**src/rtl/fbscan_pkg.sv**
```systemverilog
package fbscan_pkg;
    localparam int ADDR_W   = 32;
    localparam int HEIGHT_W = 10;
    localparam int WIDTH_W  = 11;
    localparam int BYTES_W  = 16;

    typedef enum logic [3:0] {
        DEPTH_1  = 4'd0,
        DEPTH_2  = 4'd1,
        DEPTH_4  = 4'd2,
        DEPTH_8  = 4'd3,
        DEPTH_12 = 4'd4,
        DEPTH_16 = 4'd5,
        DEPTH_24 = 4'd6
    } depth_e;

    typedef struct packed {
        logic [HEIGHT_W-1:0] last_line;
        logic [BYTES_W-1:0]  bytes;
    } geom_t;

    function automatic logic [BYTES_W-1:0] stride_of(input logic [3:0] code,
                                                     input logic [BYTES_W-1:0] w);
        logic [BYTES_W-1:0] r;
        case (code)
            DEPTH_1:  r = w >> 3;
            DEPTH_2:  r = w >> 2;
            DEPTH_4:  r = w >> 1;
            DEPTH_8:  r = w;
            DEPTH_12: r = (w + (w << 1)) >> 1;
            DEPTH_16: r = w << 1;
            DEPTH_24: r = w << 2;
            default:  r = '0;
        endcase
        return r;
    endfunction

    function automatic logic code_ok(input logic [3:0] code);
        return code <= 4'(DEPTH_24);
    endfunction
endpackage

```
**src/rtl/fbscan_geom.sv**
```systemverilog
module fbscan_geom
    import fbscan_pkg::*;
(
    input  logic [HEIGHT_W-1:0] height_field,
    input  logic [WIDTH_W-1:0]  width_field,
    input  logic [3:0]          depth_code,
    output geom_t               geom,
    output logic                geom_ok
);
    logic [BYTES_W-1:0] pix_w;

    always_comb begin
        pix_w          = BYTES_W'(width_field) + 1'b1;
        geom.last_line = height_field;
        geom.bytes     = stride_of(depth_code, pix_w);
        geom_ok        = code_ok(depth_code);
    end
endmodule

```
**src/rtl/fbscan_seq.sv**
```systemverilog
module fbscan_seq
    import fbscan_pkg::*;
(
    input  logic              clk,
    input  logic              rst,
    input  logic              enable,
    input  logic              line_ack,
    input  geom_t             geom_in,
    input  logic              geom_ok,
    input  logic [ADDR_W-1:0] base,
    output logic [ADDR_W-1:0] addr,
    output logic              scanning,
    output geom_t             cur,
    output logic              done
);
    logic [HEIGHT_W-1:0] line_idx;
    logic                start_ok;

    assign start_ok = enable && geom_ok;

    always_ff @(posedge clk) begin
        if (rst) begin
            scanning <= 1'b0;
            addr     <= '0;
            cur      <= '0;
            line_idx <= '0;
            done     <= 1'b0;
        end else begin
            done <= 1'b0;
            if (scanning && !enable) begin
                scanning <= 1'b0;
            end else if (!scanning) begin
                if (start_ok) begin
                    scanning <= 1'b1;
                    cur      <= geom_in;
                    addr     <= base;
                    line_idx <= '0;
                end
            end else if (line_ack) begin
                if (line_idx == cur.last_line) begin
                    done     <= 1'b1;
                    addr     <= base;
                    line_idx <= '0;
                    if (start_ok) cur <= geom_in;
                    else          scanning <= 1'b0;
                end else begin
                    addr     <= addr + ADDR_W'(cur.bytes);
                    line_idx <= line_idx + 1'b1;
                end
            end
        end
    end
endmodule

```
**src/rtl/fb_line_scanner.sv**
```systemverilog
module fb_line_scanner
    import fbscan_pkg::*;
(
    input  logic        clk,
    input  logic        rst,
    input  logic        enable,
    input  logic [9:0]  height_field,
    input  logic [10:0] width_field,
    input  logic [3:0]  depth_code,
    input  logic [31:0] start_word,
    input  logic        line_ack,
    output logic [31:0] line_addr,
    output logic        line_valid,
    output logic [15:0] line_bytes,
    output logic        frame_done
);
    geom_t             geom_next;
    geom_t             geom_cur;
    logic              geom_ok;
    logic [ADDR_W-1:0] base;

    assign base = {1'b0, start_word[ADDR_W-3:0], 1'b0};

    fbscan_geom u_geom (
        .height_field (height_field),
        .width_field  (width_field),
        .depth_code   (depth_code),
        .geom         (geom_next),
        .geom_ok      (geom_ok)
    );

    fbscan_seq u_seq (
        .clk      (clk),
        .rst      (rst),
        .enable   (enable),
        .line_ack (line_ack),
        .geom_in  (geom_next),
        .geom_ok  (geom_ok),
        .base     (base),
        .addr     (line_addr),
        .scanning (line_valid),
        .cur      (geom_cur),
        .done     (frame_done)
    );

    assign line_bytes = geom_cur.bytes;
endmodule

```
**config.mk**
```make
export PLATFORM = sky130hd
export DESIGN_NAME = fb_line_scanner
export DESIGN_NICKNAME = d
export VERILOG_FILES = /design/src/rtl/fbscan_pkg.sv /design/src/rtl/fbscan_geom.sv /design/src/rtl/fbscan_seq.sv /design/src/rtl/fb_line_scanner.sv
export SDC_FILE = /design/constraint.sdc
export NUM_CORES = 1
export LEC_CHECK = 0
export ABC_AREA = 1
export BUFFER_PORTS_ARGS = -buffer_cell sky130_fd_sc_hd__clkbuf_2
export CORE_MARGIN = 1.5
export CORE_UTILIZATION = 37
export CTS_BUF_LIST = sky130_fd_sc_hd__clkbuf_8 sky130_fd_sc_hd__clkbuf_16
export CTS_CLUSTER_DIAMETER = 50
export DETAILED_ROUTE_END_ITERATION = 16
export GPL_TIMING_DRIVEN = 0
export HOLD_SLACK_MARGIN = 0.03
export SYNTH_ARGS = -nofsm -noshare
export SYNTH_HDL_FRONTEND = slang
export SYNTH_HIERARCHICAL = 1
export SYNTH_SLANG_ARGS = --single-unit
```
**constraint.sdc**
```tcl
create_clock -name clk -period 5.2 [get_ports clk]
set_input_delay 1.04 -clock clk [delete_from_list [all_inputs] [get_ports clk]]
set_output_delay 1.04 -clock clk [all_outputs]
set_load 0.05 [all_outputs]
```
==> flow_summary.yaml, run 1 <==
outcome:
  outcome: "complete, no violations"
synthesis:
  synth.area.top_cells: "dfxtp_1, nand2_1, nor2_1, inv_1, a21oi_1"
  yosys_most_used_dff: "dfxtp_1"
  synth-seq-cells: 70
  async_flop_share_pct: 0
  synth_common_cells: "nand2_1, nor2_1, inv_1, a21oi_1, nand3_1"
  yosys_warnings: 6
  synth-edff-count: 0
  synth_top_cell_by_area: "dfxtp_1"
  synth_top_area_share_pct: 22.8
  syn_avg_cell_area_um2: 5.88
  synth_cells: 1047
  synth_cell_types: 49
  syn_area_um2: 6160
  synth-seq-area-share_pct: 22.8
  synth_most_common_cell: "nand2_1"
worst_setup_path:
  arrival_ns: 3.90
  critical_path.top_delay_family: "simple AND/OR/NAND/NOR gates"
  slowest_stage: "nor2_1"
  worstSetupPathType: "in -> reg"
  crit_fanout: 7
  crit_chain: "clkbuf_2 -> ha_1 -> nand2_2 -> inv_1 -> nor2_1 -> ha_1 -> a21oi_1 -> o21bai_1 -> nand2_1 -> nand2_1 -> nand2_1 -> nand2_1 -> nand2_1 -> nand2_1 -> o21ai_0 -> nand4_1 -> o21ai_1 -> nor2_1"
  crit_path_start_kind: "input port"
  cp-startpoint: "width_field[0]"
  cpMostUsedCell: "nand2_1"
  required_ns: 5.43
  path_buf_inv: 2
  reg2reg_from: "u_seq/addr[0]"
  critPathMaxStageDelay_ns: 0.40
  crit_path_end_kind: "flip-flop"
clock_network:
  cts_buffers: 9
  clock-sinks: 70
  cts_tree: "done"
  post_cts_resized: 0
  post-cts-setup-buffer-count: 0
  ctsRootBufferMaster: "clkbuf_16"
  clock_path_buffers: 2
  h-tree-depth: 3
  clk_pin_slew_ns: 0.06
  clk_latency_ns: 0.34
  postCtsHoldBufs: 0
sta:
  skew_ns: 0.00584
  max_slew_margin_pct: 47.6
  rsz0062_at_grt: "false"
  worst_slew_pin_slew_ns: 0.786
  period_share_pct: 70.5
  min_period_ns: 3.67
  finalSetupViolCount: 0
  finalHoldViolations: 0
  slew_violations: 0
  fin_tns_setup_ns: 0
  hold_slack_ns: 0.492
  max_freq_mhz: 273
place:
  port_buffers: 97
  place_congestion: 0.955
  dp_hpwl_um: 15500
floorplan:
  die-width_um: 132
  ios: 111
  core_um2: 16100
  initial_utilization_pct: 38.3
  die-area_um2: 17400
  die_h_um: 132
  num_rows: 46
route:
  vias: 6857
  vias_per_cell: 4.98
  wl_per_cell_um: 14.0
  routed_wl_um: 19200
  dr.pass1.iters: 5
  postRouteAntennaNets: 0
  route.detailed.drc: 0
  drt_iter0_markers: 492
power:
  leakage_nw: 3.54
  ir_drop_mv: 0.124
  power_density_nw_per_um2: 246
flow_run:
  cap_violations: 0
global_route:
  grt_overflow: 0
  grt_usage_pct: 22.5
  grt_util_met3_pct: 3.54
  grt_use_met2_pct: 40.8
  grt_pass1_wl_um: 31800
  grtUsageMet1_pct: 27.2
  grt_max_degree: 13
  grt_pass1_vias: 6440
  grt-busiest-layer: "met2"
  antenna_found_initial: 0
finish:
  drive_above_1_share_pct: 15.1
  final-seq-area_um2: 1400
  areaGrowthSynthToFinish_pct: 17.2
  finalNetCount: 1249
  diodes: 0
  fillers: 1760
  multi_input_area_um2: 4030
min_path:
  holdCritPathClass: "reg -> reg"
  min_from: "u_seq/addr[9]"
-- report_power, final --
part / leakage (nW) / internal (W) / switching (W)
clock network: 0.141 / 0.000382 / 0.000241
registers: 0.573 / 0.000574 / 0.0000474
logic: 2.83 / 0.000163 / 0.000368
-- path summary, 6_finish.rpt --
path / endpoint / slack, ns / cells after the start
min reg2reg: u_seq/addr[9] / 0.49 / 2
max reg2reg: u_seq/addr[24] / 3.06 / 12
max: u_seq/cur[7] / 1.53 / 18
min: u_seq/addr[9] / 0.49 / 2
-- flip-flops by register name, indices dropped and copies added, names as in the netlist --
signal and count:
u_seq/addr 32, u_seq/cur 26, u_seq/done 1, u_seq/line_idx 10, u_seq/scanning 1
-- stage by stage --
stage	instances	utilization [%]	total power (W)	area [um2]	setup WS [ns]
global placement	1362	43.1	0.00116	6920	1.22
CTS	1377	44.9	0.00179	7220	1.57
global route	1377	44.9	0.00188	7220	1.20
floorplan	1049	-	0.00101	6160	1.97
detailed placement	1362	43.1	0.00116	6920	1.23
finish	1377	44.9	0.00178	7220	1.53
-- metal layers --
layer  share of wire (%)  wire length [um]  vias to the layer above
li1                    -                 -                     3604
met1                  44              8440                     3055
met2                  50              9530                      173
met3                 4.9               941                       25
met4                 1.8               338                        0
met5                   0                 0                        -
-- cells in the final DEF (no fill, tap or decap), types with 14 or more instances in the layout --
| cell type | instances |
|---|---|
| dfxtp_1 | 70 |
| nand3_1 | 79 |
| ha_1 | 30 |
| nor3_1 | 19 |
| o21ai_0 | 33 |
| clkbuf_2 | 97 |
| o22ai_1 | 14 |
| nor2_1 | 134 |
| a21oi_1 | 79 |
| inv_1 | 133 |
| nand2_1 | 295 |
| o21ai_1 | 21 |
-- tightest hold or removal path, delay by kind of cell, from the launching register on --
kind | cells | cell delay (ns)
AOI/OAI and AO/OA | 1 | 0.06
DFF | 1 | 0.32
and+or+nand+nor | 1 | 0.07
-- cell type report --
| class | instances | area share [%] |
|---|---|---|
| multi-input combinational | 804 | 55.9 |
| clock inverter | 5 | 0.815 |
| timing repair buffer | 97 | 6.73 |
| tap | 216 | 3.74 |
| clock buffer | 10 | 3.31 |
| inverter | 140 | 7.32 |
| sequential | 70 | 19.4 |
| buffer | 35 | 2.79 |
-- logic make-up after synthesis --
kind of cell,Yosys count,share of synthesized area (%)
compound gates,172,15.5
xor+xnor,20,2.85
fa+ha+maj,31,6.42
buf+inv,175,11.8
flops,70,22.8
other cells,2,0.122
simple gates,577,40.5
Power figures use the tool's default switching activity.
==> run 2, diff against run 1 <==
ABC_AREA = 0   (was 1)
clock period = 3.8 ns   (was 5.2 ns; I/O delays follow)
==> run 2 against run 1 <==
Compared with the run above: synthesized cell count down 32%; global-route usage down 2.0 points; setup slack worse by 1.3 ns; sequential power up 30%; total power up 29%; combinational power up 14%; clock-buffer cell count down 1; highest routed layer unchanged; via count down 19%; largest power group unchanged; sequential share of layout area up 1.7 points; clock skew up 0.0041 ns; critical path depth down 3.
==> flow_summary.yaml, run 2 <==
clock_network:
  clock-sinks: 70
  h-tree-depth: 3
  ctsRootBufferMaster: "clkbuf_16"
  clock_path_buffers: 2
  postCtsHoldBufs: 0
  cts_tree: "done"
  clk_pin_slew_ns: 0.06
  clk_latency_ns: 0.34
  cts_buffers: 9
place:
  place_congestion: 0.839
  place_area_um2: 6280
  dp_hpwl_um: 12600
  placed_cells: 990
  port_buffers: 95
floorplan:
  die_h_um: 126
  num_rows: 44
  ios: 111
  initial_utilization_pct: 38.1
  core_um2: 14600
  die-area_um2: 15800
  die-width_um: 126
global_route:
  grt_pass1_wl_um: 26200
  grt_usage_pct: 20.4
  antenna_found_initial: 0
  grt_pass1_vias: 4984
  grt_overflow: 0
  grt_max_degree: 15
finish:
  final_common_cell: "clkbuf_2"
  final_cell_area_um2: 6650
  final_cells: 1007
  top_register: "u_seq/addr"
  largest_reg_flops: 32
  areaGrowthSynthToFinish_pct: 19.5
  finalNetCount: 910
  reg_top3: "u_seq/addr: 32 flops, u_seq/cur: 26 flops, u_seq/line_idx: 10 flops"
  multi_input_area_um2: 3850
  final_cell_mix: "clkbuf_2, nor2_1, nand2_1"
  fillers: 1537
  drive_above_1_share_pct: 20.8
  final-seq-area_um2: 1400
  diodes: 0
worst_setup_path:
  arrival_ns: 3.81
  slowest_stage: "a211oi_1"
  path_buf_inv: 3
  critPathMaxStageDelay_ns: 0.33
  crit_fanout: 10
  crit_path_end_kind: "flip-flop"
  crit_chain: "clkbuf_2 -> ha_1 -> buf_4 -> xnor2_2 -> inv_1 -> ha_1 -> a211oi_1 -> o21bai_2 -> o31ai_2 -> a2bb2oi_1 -> nand4_1 -> mux2_4 -> o21ai_2 -> mux2i_1 -> nor2_1"
  crit_path_start_kind: "input port"
  cpMostUsedCell: "ha_1"
  critical_path.top_delay_family: "compound AO/OA/AOI/OAI gates"
  required_ns: 4.06
  worstSetupPathType: "in -> reg"
route:
  topRoutingLayerUsed: "met4"
  postRouteAntennaNets: 0
  vias_per_cell: 5.53
  wl_met2_um: 7700
  routed_wl_um: 16700
  drt_iter0_markers: 465
  wl_met1_um: 7950
  wl_per_cell_um: 16.6
  dr.pass1.iters: 6
  vias: 5573
  dr_wl_met3_um: 799
  route.detailed.drc: 0
sta:
  finalSetupViolCount: 0
  min_period_ns: 3.55
  slew_violations: 0
  worst_slew_pin_slew_ns: 0.764
  skew_ns: 0.00995
  max_slew_margin_pct: 49.0
  finalHoldViolations: 0
  period_share_pct: 93.5
  max_freq_mhz: 282
synthesis:
  syn_area_um2: 5570
  yosys_warnings: 6
  synth_most_common_cell: "nor2_1"
  syn_avg_cell_area_um2: 7.85
  synth_top_area_share_pct: 25.2
  synth_common_cells: "nor2_1, nand2_1, dfxtp_1, a21oi_1, ha_1"
  synth-seq-cells: 70
  yosys_most_used_dff: "dfxtp_1"
  synth-seq-area-share_pct: 25.2
  synth.area.top_cells: "dfxtp_1, ha_1, nor2_1, nand2_1, mux2i_1"
  async_flop_share_pct: 0
  synth_cell_types: 74
  synth_cells: 709
  synth-edff-count: 0
  synth_top_cell_by_area: "dfxtp_1"
min_path:
  holdCritPathClass: "reg -> reg"
outcome:
  outcome: "complete, no violations"
power:
  power_density_nw_per_um2: 344
  ir_drop_mv: 0.228
  leakage_nw: 2.86
flow_run:
  cap_violations: 0
run 2: changes by cell type after synthesis, moves of 12 or more:
cell	previous run	this run
a311oi_1	0	13
nor2_1	134	93
o21ai_1	21	3
a21oi_1	79	35
nand2_2	13	0
mux2i_1	0	28
nand2_1	295	75
inv_1	133	21
xnor2_1	9	29
nand3_1	79	25
clkbuf_1	13	25
run 2: kinds of logic (layout without fill, tap and decap cells):
kind of cell / Yosys count / after routing / share of synthesized area [%]
AND/OR/NAND/NOR: 274 / 274 / 24.5
AO/OA/AOI/OAI: 175 / 175 / 21.5
buffers and inverters: 75 / 187 / 6.83
flip-flops: 70 / 70 / 25.2
XOR/XNOR: 52 / 52 / 9.26
adder cells (fa/ha/maj): 31 / 31 / 7.10
multiplexers: 30 / 30 / 5.51
other: 2 / 4 / 0.135
run 2: tightest hold or removal path, delay by kind of cell (launching register included):
family	cells	cell delay (ns)
DFF	1	0.32
AOI/OAI and AO/OA	2	0.13
run 2: stage by stage:
| step | setup TNS (ns) | hold slack (ns) | setup slack, ns | utilization (%) | total power [W] |
|---|---|---|---|---|---|
| 3_5_place_dp | -1.64 | 0.486 | -0.391 | 43.0 | 0.00142 |
| 6_report | 0 | 0.491 | 0.248 | 45.6 | 0.00229 |
| 2_1_floorplan | 0 | 0.479 | 0.344 | - | 0.00125 |
| 4_1_cts | 0 | 0.496 | 0.00560 | 45.2 | 0.00230 |
| 3_3_place_gp | -1.72 | 0.490 | -0.413 | 43.0 | 0.00142 |
| 5_1_grt | -0.0179 | 0.518 | -0.0179 | 45.6 | 0.00240 |
run 2: path summary, 6_finish.rpt:
kind,start,end,slack [ns],depth (start not counted)
setup / recovery,width_field[1],u_seq/cur[10],0.25,15
setup reg to reg,u_seq/addr[0],u_seq/addr[28],0.91,10
hold / removal,u_seq/addr[31],u_seq/addr[31],0.49,2
hold reg to reg,u_seq/addr[31],u_seq/addr[31],0.49,2
run 2: where the power goes:
| group | switching, W | internal (W) | leakage (nW) |
|---|---|---|---|
| combinational | 0.000395 | 0.000211 | 2.14 |
| sequential | 0.0000392 | 0.000771 | 0.571 |
| clock | 0.000353 | 0.000519 | 0.152 |
run 2: cell type report:
class / count / share of cell area (%)
tap: 184 / 3.46
clock buffer: 9 / 3.39
sequential: 70 / 21.1
inverter: 21 / 1.19
buffer: 54 / 4.54
timing repair buffer: 96 / 7.26
clock inverter: 7 / 1.22
multi-input combinational: 566 / 57.9
run 2: routing by layer:
metal | GRT usage (%) | vias up
li1 | - | 2783
met1 | 28.7 | 2598
met2 | 32.2 | 173
met3 | 3.27 | 19
met4 | 6.08 | 0
met5 | 0 | -
run 2: repair_timing:
item,in CTS,in global routing
pin swaps,0,1
setup buffers,0,1
resized for setup,1,7
gates cloned,0,0
endpoints found under the setup margin,2,5
